<file path="config.mk">
export PLATFORM = sky130hd
export DESIGN_NAME = lcd_window_writer
export DESIGN_NICKNAME = d
export VERILOG_FILES = /design/src/rtl/lcdw_pkg.sv /design/src/rtl/lcdw_win_check.sv /design/src/rtl/lcdw_bus_phy.sv /design/src/rtl/lcdw_seq.sv /design/src/rtl/lcd_window_writer.sv
export SDC_FILE = /design/constraint.sdc
export NUM_CORES = 1
export LEC_CHECK = 0
export ABC_AREA = 1
export ABC_CLOCK_PERIOD_IN_PS = 8400
export BUFFER_PORTS_ARGS = -buffer_cell sky130_fd_sc_hd__buf_2
export CAP_MARGIN = 30
export CORE_ASPECT_RATIO = 2
export CORE_MARGIN = 2
export CORE_UTILIZATION = 45
export DETAILED_ROUTE_END_ITERATION = 12
export GPL_TIMING_DRIVEN = 0
export PLACE_DENSITY = 0.74
export SETUP_SLACK_MARGIN = 0.05
export SYNTH_ARGS = -nofsm -noshare
export SYNTH_HDL_FRONTEND = slang
export SYNTH_SLANG_ARGS = --single-unit
</file>
<file path="constraint.sdc">
create_clock -name clk -period 8.4 [get_ports clk]
set_clock_uncertainty 0.2 [all_clocks]
set_input_delay 1.26 -clock clk [delete_from_list [all_inputs] [get_ports clk]]
set_output_delay 1.26 -clock clk [all_outputs]
set_load 0.02 [all_outputs]
</file>
<file path="src/rtl/lcdw_pkg.sv">
package lcdw_pkg;

    localparam int unsigned BUS_W       = 16;
    localparam int unsigned SETUP_WORDS = 9;

    typedef logic [BUS_W-1:0] word_t;

    typedef struct packed {
        logic  rs;
        word_t data;
    } bus_item_t;

    localparam word_t CMD_COL_LO = 16'h0050;
    localparam word_t CMD_COL_HI = 16'h0051;
    localparam word_t CMD_ROW_LO = 16'h0052;
    localparam word_t CMD_ROW_HI = 16'h0053;
    localparam word_t CMD_GRAM   = 16'h0022;

    typedef enum logic [1:0] {SQ_IDLE, SQ_SETUP, SQ_PIXELS} seq_state_t;
    typedef enum logic [1:0] {PH_IDLE, PH_LOW, PH_HIGH}     phy_state_t;

    // Word for step idx of the window-programming sequence.
    function automatic bus_item_t setup_item(input logic [3:0] idx,
                                             input word_t c0, input word_t c1,
                                             input word_t r0, input word_t r1);
        bus_item_t it;
        case (idx)
            4'd0:    it = '{rs: 1'b0, data: CMD_COL_LO};
            4'd1:    it = '{rs: 1'b1, data: c0};
            4'd2:    it = '{rs: 1'b0, data: CMD_COL_HI};
            4'd3:    it = '{rs: 1'b1, data: c1};
            4'd4:    it = '{rs: 1'b0, data: CMD_ROW_LO};
            4'd5:    it = '{rs: 1'b1, data: r0};
            4'd6:    it = '{rs: 1'b0, data: CMD_ROW_HI};
            4'd7:    it = '{rs: 1'b1, data: r1};
            default: it = '{rs: 1'b0, data: CMD_GRAM};
        endcase
        return it;
    endfunction

endpackage

</file>
<file path="src/rtl/lcdw_win_check.sv">
module lcdw_win_check #(
    parameter int unsigned H_RES = 480,
    parameter int unsigned V_RES = 272,
    parameter int unsigned XW    = 9,
    parameter int unsigned YW    = 9,
    parameter int unsigned CW    = 17
) (
    input  logic [XW-1:0] xs,
    input  logic [XW-1:0] xe,
    input  logic [YW-1:0] ys,
    input  logic [YW-1:0] ye,
    output logic          ok,
    output logic [CW-1:0] count
);
    localparam logic [XW-1:0] X_MAX = XW'(H_RES - 1);
    localparam logic [YW-1:0] Y_MAX = YW'(V_RES - 1);

    logic [XW:0] width;
    logic [YW:0] height;

    always_comb begin
        ok     = (xe <= X_MAX) && (ye <= Y_MAX) && (xs <= xe) && (ys <= ye);
        width  = {1'b0, xe} - {1'b0, xs} + 1'b1;
        height = {1'b0, ye} - {1'b0, ys} + 1'b1;
        count  = CW'(width) * CW'(height);
    end
endmodule

</file>
<file path="src/rtl/lcdw_bus_phy.sv">
module lcdw_bus_phy
    import lcdw_pkg::*;
#(
    parameter int unsigned WR_LO = 1,
    parameter int unsigned WR_HI = 1
) (
    input  logic      clk,
    input  logic      rst,
    input  logic      issue,
    input  bus_item_t item,
    output logic      ready,
    output logic      wr_n,
    output logic      rs,
    output word_t     db
);
    localparam int unsigned LONGEST = (WR_LO > WR_HI) ? WR_LO : WR_HI;
    localparam int unsigned TW      = $clog2(LONGEST + 1);

    phy_state_t    state;
    logic [TW-1:0] tmr;

    // A new word may start in the last high cycle of the previous one.
    assign ready = (state == PH_IDLE) || ((state == PH_HIGH) && (tmr == '0));

    always_ff @(posedge clk) begin
        if (rst) begin
            state <= PH_IDLE;
            tmr   <= '0;
            wr_n  <= 1'b1;
            rs    <= 1'b0;
            db    <= '0;
        end else if (ready && issue) begin
            state <= PH_LOW;
            tmr   <= TW'(WR_LO - 1);
            wr_n  <= 1'b0;
            rs    <= item.rs;
            db    <= item.data;
        end else begin
            case (state)
                PH_LOW: begin
                    if (tmr == '0) begin
                        state <= PH_HIGH;
                        tmr   <= TW'(WR_HI - 1);
                        wr_n  <= 1'b1;
                    end else begin
                        tmr <= tmr - 1'b1;
                    end
                end
                PH_HIGH: begin
                    if (tmr == '0) state <= PH_IDLE;
                    else           tmr   <= tmr - 1'b1;
                end
                default: ;
            endcase
        end
    end
endmodule

</file>
<file path="src/rtl/lcdw_seq.sv">
module lcdw_seq
    import lcdw_pkg::*;
#(
    parameter int unsigned CW = 17
) (
    input  logic          clk,
    input  logic          rst,
    input  logic          start,
    input  logic          win_ok,
    input  logic [CW-1:0] win_count,
    input  word_t         c0,
    input  word_t         c1,
    input  word_t         r0,
    input  word_t         r1,
    input  logic          pix_valid,
    input  word_t         pix_data,
    input  logic          phy_ready,
    output logic          issue,
    output bus_item_t     item,
    output logic          pix_ready,
    output logic          busy,
    output logic          done,
    output logic          err
);
    seq_state_t    state;
    logic [3:0]    step;
    logic [CW-1:0] left;
    word_t         c0_q, c1_q, r0_q, r1_q;

    assign busy      = (state != SQ_IDLE);
    assign pix_ready = (state == SQ_PIXELS) && phy_ready && (left != '0);

    always_comb begin
        issue = 1'b0;
        item  = '{rs: 1'b1, data: pix_data};
        case (state)
            SQ_SETUP: begin
                issue = phy_ready;
                item  = setup_item(step, c0_q, c1_q, r0_q, r1_q);
            end
            SQ_PIXELS: issue = pix_ready && pix_valid;
            default: ;
        endcase
    end

    always_ff @(posedge clk) begin
        if (rst) begin
            state <= SQ_IDLE;
            step  <= '0;
            left  <= '0;
            c0_q  <= '0;
            c1_q  <= '0;
            r0_q  <= '0;
            r1_q  <= '0;
            done  <= 1'b0;
            err   <= 1'b0;
        end else begin
            done <= 1'b0;
            err  <= 1'b0;
            case (state)
                SQ_IDLE: begin
                    if (start) begin
                        if (win_ok) begin
                            c0_q  <= c0;
                            c1_q  <= c1;
                            r0_q  <= r0;
                            r1_q  <= r1;
                            left  <= win_count;
                            step  <= '0;
                            state <= SQ_SETUP;
                        end else begin
                            err <= 1'b1;
                        end
                    end
                end
                SQ_SETUP: begin
                    if (issue) begin
                        step <= step + 1'b1;
                        if (step == 4'(SETUP_WORDS - 1)) state <= SQ_PIXELS;
                    end
                end
                SQ_PIXELS: begin
                    if (issue) begin
                        left <= left - 1'b1;
                    end else if ((left == '0) && phy_ready) begin
                        state <= SQ_IDLE;
                        done  <= 1'b1;
                    end
                end
                default: state <= SQ_IDLE;
            endcase
        end
    end
endmodule

</file>
<file path="src/rtl/lcd_window_writer.sv">
module lcd_window_writer
    import lcdw_pkg::*;
#(
    parameter int unsigned H_RES = 480,
    parameter int unsigned V_RES = 272,
    parameter int unsigned WR_LO = 1,
    parameter int unsigned WR_HI = 1,
    parameter int unsigned XW    = $clog2(H_RES),
    parameter int unsigned YW    = $clog2(V_RES)
) (
    input  logic          clk,
    input  logic          rst,
    input  logic          start,
    input  logic [XW-1:0] x_start,
    input  logic [XW-1:0] x_end,
    input  logic [YW-1:0] y_start,
    input  logic [YW-1:0] y_end,
    input  logic [15:0]   pix_data,
    input  logic          pix_valid,
    output logic          pix_ready,
    output logic          lcd_cs_n,
    output logic          lcd_rs,
    output logic          lcd_wr_n,
    output logic          lcd_rd_n,
    output logic [15:0]   lcd_db,
    output logic          busy,
    output logic          done,
    output logic          err
);
    localparam int unsigned CW = $clog2(H_RES * V_RES + 1);

    logic          win_ok;
    logic [CW-1:0] win_count;
    logic          phy_ready;
    logic          issue;
    bus_item_t     item;

    lcdw_win_check #(
        .H_RES(H_RES), .V_RES(V_RES), .XW(XW), .YW(YW), .CW(CW)
    ) u_check (
        .xs(x_start), .xe(x_end), .ys(y_start), .ye(y_end),
        .ok(win_ok), .count(win_count)
    );

    lcdw_seq #(.CW(CW)) u_seq (
        .clk(clk), .rst(rst), .start(start),
        .win_ok(win_ok), .win_count(win_count),
        .c0(word_t'(x_start)), .c1(word_t'(x_end)),
        .r0(word_t'(y_start)), .r1(word_t'(y_end)),
        .pix_valid(pix_valid), .pix_data(pix_data),
        .phy_ready(phy_ready), .issue(issue), .item(item),
        .pix_ready(pix_ready), .busy(busy), .done(done), .err(err)
    );

    lcdw_bus_phy #(.WR_LO(WR_LO), .WR_HI(WR_HI)) u_phy (
        .clk(clk), .rst(rst), .issue(issue), .item(item),
        .ready(phy_ready), .wr_n(lcd_wr_n), .rs(lcd_rs), .db(lcd_db)
    );

    assign lcd_cs_n = ~busy;
    assign lcd_rd_n = 1'b1;
endmodule

</file>
Word level (Yosys, flattened, before mapping). Cells that the tools add are included.

Bits of input ports: 56. Word-level logic and storage cells: 116. Bits in registers: 82. Output and inout port bits: 24.

$add $sub $neg: 7. Bitwise gates (word level): 5. Reductions and logical operators: 32. Eq/ne operators: 24. Magnitude comparators: 4. Multiplexer cells: 28. Multiply operators: 1.

Operators with widths (number): one-hot mux 17 bit (8 select lines) (1); two-way mux 17 bit (4); one-hot mux 17 bit (2 select lines) (1); adder 10 x 1 -> 10 bit, second input constant (2); subtractor 9 x 9 -> 10 bit (2); <= comparator 9 bit (2); <= comparator 9 bit, second input constant (2); zero test 17 bit (1); multiplier 10 x 10 -> 17 bit (1); nonzero test 17 bit (1); subtractor 17 x 1 -> 17 bit, second input constant (1); == test 4 x 3 -> 1 bit, second input constant (4); two-way mux 2 bit (8); != test 2 bit, second input constant (7); two-way mux 4 bit (3); nonzero test 2 bit (5); logical AND 1 bit (9); AND reduction 3 bit (3); == test 4 x 2 -> 1 bit, second input constant (2); one-hot mux 4 bit (2 select lines) (1); AND reduction 4 bit (2); two-way mux 1 bit (7); != test 2 x 1 -> 1 bit, second input constant (3); != test 3 bit, second input constant (2); 18 further kinds (27).

Longest topological paths before layout.
Word-level depth: 10. Gate-level depth with buffers: 37. Mapped depth without buffers: 37.

Cells and area by module. From an unflattened synthesis, not the netlist that was laid out.

Cells, all modules: 1503. Area total of the unflattened synthesis: 10332.4 sq um.

Modules (own cells, without submodules): lcdw_seq (area an instance 4742.0 sq um, instances 1, cells each 719); lcdw_win_check (area an instance 4647.0 sq um, instances 1, cells each 649); lcdw_bus_phy (area an instance 924.6 sq um, instances 1, cells each 131); lcd_window_writer (area an instance 18.8 sq um, instances 1, cells each 4).

Least setup slack after synthesis. No wires, ideal clock.

Path kind: input to register. From: in y_end[1]. To: reg u_seq.left[16]. Cell stages on the path: 36. Data arrival time: 7.052 ns. Buffers on the path: 0. Path slack: 1.013 ns. Required time: 8.065 ns. Path through: inv_1 > ha_1 > inv_1 > ha_1 > inv_1 > fa_1 > inv_1 > nand3_1 > nand2_1 > nand2_1 > nand3_1 > nand2_1 > inv_1 > nand2_1 > fa_1 > fa_1 > inv_1 > fa_1 > fa_1 > inv_1 > fa_1 > inv_1 > ha_1 > inv_1 > nor3_1 > nand3_1 > o2111ai_1 > nand2_1 > inv_1 > nand2_1 > o21ai_0 > inv_1 > nand2_1 > nand3_1 > nand2_1 > a21oi_1.

Word-level cells in the longest chain between the ends: 6.

RTL lines: from (decl) (line lcd_window_writer.sv:17) `input logic [YW-1:0] y_end,`; subtractor 9 x 9 -> 10 bit / <= comparator 9 bit (equally long branches) (line lcdw_win_check.sv:24, lcdw_win_check.sv:22); adder 10 x 1 -> 10 bit / logical AND 1 bit (equally long branches) (line lcdw_win_check.sv:24, lcdw_win_check.sv:22); multiplier 10 x 10 -> 17 bit / logical AND 1 bit (equally long branches) (line lcdw_win_check.sv:25, lcdw_win_check.sv:22); two-way mux 17 bit / logical AND 1 bit (equally long branches) (line lcdw_seq.sv:63, lcdw_win_check.sv:22); two-way mux 17 bit / != test 2 bit (equally long branches); one-hot mux 17 bit (2 select lines) / AND reduction 4 bit (equally long branches); to (signal assigned) (line lcdw_seq.sv:68) `left <= win_count;`; to (signal assigned) (line lcdw_seq.sv:84) `left <= left - 1'b1;`; to (decl) (line lcdw_seq.sv:27) `logic [CW-1:0] left;`.

Parallel ways exist; a longest one is shown, timed or not. The select of a mux whose other input is x is not followed. A chain may end at the register's enable or synchronous reset.

Final worst setup path. Same ends and word-level chain as after synthesis.

==> metrics.cfg <==
[run_status]
status = completed

[layout]
drive_gt1_share_pct = 10.91
fillCellCount = 1790
regArea_mm2 = 0.001622
multiInputGateArea_mm2 = 0.005768
fin_cells = 1472
nNetsFinal = 1469
diodes = 0
area_growth_syn_to_layout_pct = 11.83

[die]
dieArea_mm2 = 0.01971
io_pins = 80
core_area_mm2 = 0.01822
start_util_pct = 45.80
die_h_um = 196.6
rows = 70
die_w_um = 100.3

[run]
cap_violations = 0

[setup_path]
slowest_delay_ps = 550
cp-end-kind = flop
worstReg2RegStart = u_seq.state[0]
crit_arrival_ps = 7860
path_max_fanout = 6
startpoint_type = input port
crit_type = input port to flop
required_ps = 8400
r2r_setup_slack_ps = 5750
reg2reg_depth = 13
cp-endpoint = u_seq.left[16]
critical_path.startpoint = y_end[1]
worst_path_max_delay_cell = fa_1
r2r_end = u_seq.left[13]
cpMostUsedCell = inv_1

[place]
place.gp.congestion = 0.9311
placed_cells = 1456
numPortBuffers = 77
hpwl_um = 19550

[synthesis]
synth-async-reset-ratio_pct = 0
yosysSeqAreaShare_pct = 19.43
ys_ff_latch = 81
ys_warn_count = 0
synth-edff-count = 0
synth_nets = 1381
netlist_instances = 1163
yosysUniqueCellTypes = 50
synth.avg_cell_area_um2 = 7.175
ys.flop_type = dfxtp_1
netlist_area_mm2 = 0.008344

[timing]
min_period_ps = 7862
final_hold_viol_count = 0
setup_violations = 0
maxSlewHeadroom_pct = 50.49
fmaxAchievable_mhz = 127.2
rsz0062_at_grt = false
finalCritPeriodShare_pct = 93.59
setup-tns-final_ps = 0
tightestPinTransition_ps = 739.9
drv_slew = 0

[route]
drc = 0
viasPerCell = 5.320
postRouteWirelength_um = 23230
post_drt_wl_per_cell_um = 15.78
num_vias = 7831
drt_iter0_drc = 343
firstDrtPassIters = 5
detail-route-antenna-nets = 0

[clock_tree]
clkTransAtPathRegs_ps = 60
cts_tree = built
htreeDepth = 3
clock_latency_ps = 350
cts_root_buffer = clkbuf_16
cts_buffers = 9
cts.path.max_buffers = 2
hold_buffers = 0
cts_num_sinks = 81

[grt]
grt_use_total_pct = 24.79
antenna_found_initial = 0
grt_max_degree = 17
gr-total-overflow = 0
first_global_vias = 8142
grt_pass1_wl_um = 38520

[hold_path]
hp-class = flop to flop

## kinds of logic after synthesis
group | count (synthesis) | synth area share (%)
buf+inv | 248 | 11.71
simple gates | 414 | 20.77
other cells | 1 | 0.04494
flops | 81 | 19.43
compound gates | 235 | 15.68
fa+ha+maj | 162 | 30.05
xor+xnor | 22 | 2.309
## routing by layer
layer	share of wire (%)	GRT usage [%]	up-vias	routed length [um]
met5	0	0	-	0
met4	8.0	18.32	0	1863
met3	3.5	1.950	100	815
met2	54	46.63	237	12540
met1	34	24.50	3613	8010
li1	-	-	3881	-
## synth_stat cells (all sizes together), types with 8 or more instances
library cell,number,area share [%]
nand2,223,10
inv,215,9.7
nor2,114,5.2
a21oi,109,6.5
ha,98,15
o21ai,88,5.3
dfxtp,81,19
fa,64,15
nand3,50,3.1
buf,16,1.3
clkbuf,16,0.72
xor2,14,1.5
nand4,13,1.0
xnor2,8,0.84
## registers in the layout, indices dropped and copies added, names as in the netlist
| register | cells |
|---|---|
| u_seq.left | 17 |
| u_seq.done | 1 |
| u_seq.c1_q | 9 |
| u_seq.err | 1 |
| u_phy.wr_n | 1 |
| u_seq.c0_q | 9 |
| u_phy.db | 16 |
| u_phy.rs | 1 |
| u_seq.r0_q | 9 |
| u_seq.step | 4 |
| u_phy.state | 2 |
| u_seq.state | 2 |
| u_seq.r1_q | 9 |
## cell usage in the layout (no fill, tap or decap), drive strengths merged, types with 8 or more instances in the layout
cell    instances
a21oi         109
buf            93
clkbuf         25
dfxtp          81
fa             64
ha             98
inv           220
nand2         223
nand3          50
nand4          13
nor2          114
o21ai          88
xnor2           8
xor2           14
## stage by stage
step	hold slack, ps	instance area, um2	setup slack (ps)	util (%)
after CTS	266.4	9309	356.8	51.10
after global routing	282.8	9331	81.10	51.22
after detailed placement	256.3	9000	17.93	49.40
after global placement	252.6	9000	93.78	49.40
final	264.6	9331	538.4	51.22
after floorplan	243.6	8344	1013	-
## worst max-delay path: cells and delay by family
| family | cells | cell delay (ps) |
|---|---|---|
| AOI/OAI and AO/OA | 3 | 420 |
| adders and majority gates | 9 | 3890 |
| buffers and inverters | 12 | 950 |
| and+or+nand+nor | 13 | 1300 |
## layout make-up
class                   count  share of cell area, %
clock inverters             7                 0.8984
repair buffers             77                  4.130
multi-input cells         834                  61.81
well taps                 216                  2.896
flip-flops and latches     81                  17.38
clock buffers               9                  2.414
inverters                 216                  8.689
plain buffers              32                  1.783
## how the worst min path moves through the flow
stage | start | endpoint | slack [ps] | cells after the start
2_1_floorplan | u_seq.left[16] | u_seq.left[16] | 240 | 2
3_3_place_gp | u_phy.db[13] | u_phy.db[13] | 250 | 2
3_5_place_dp | u_phy.db[13] | u_phy.db[13] | 260 | 2
4_1_cts | u_phy.db[13] | u_phy.db[13] | 270 | 2
5_1_grt | u_phy.db[12] | u_phy.db[12] | 280 | 2
6_report | u_phy.db[10] | u_phy.db[10] | 260 | 2
## timing repair
action                                  CTS  global route
buffers inserted                          0             0
endpoints found under the setup margin    0             1
gates resized for setup                   0             4
endpoints found under the hold margin     0             0
Power is not shown: default switching activity piles up to over one toggle a cycle in this logic, so the estimate is an artifact.
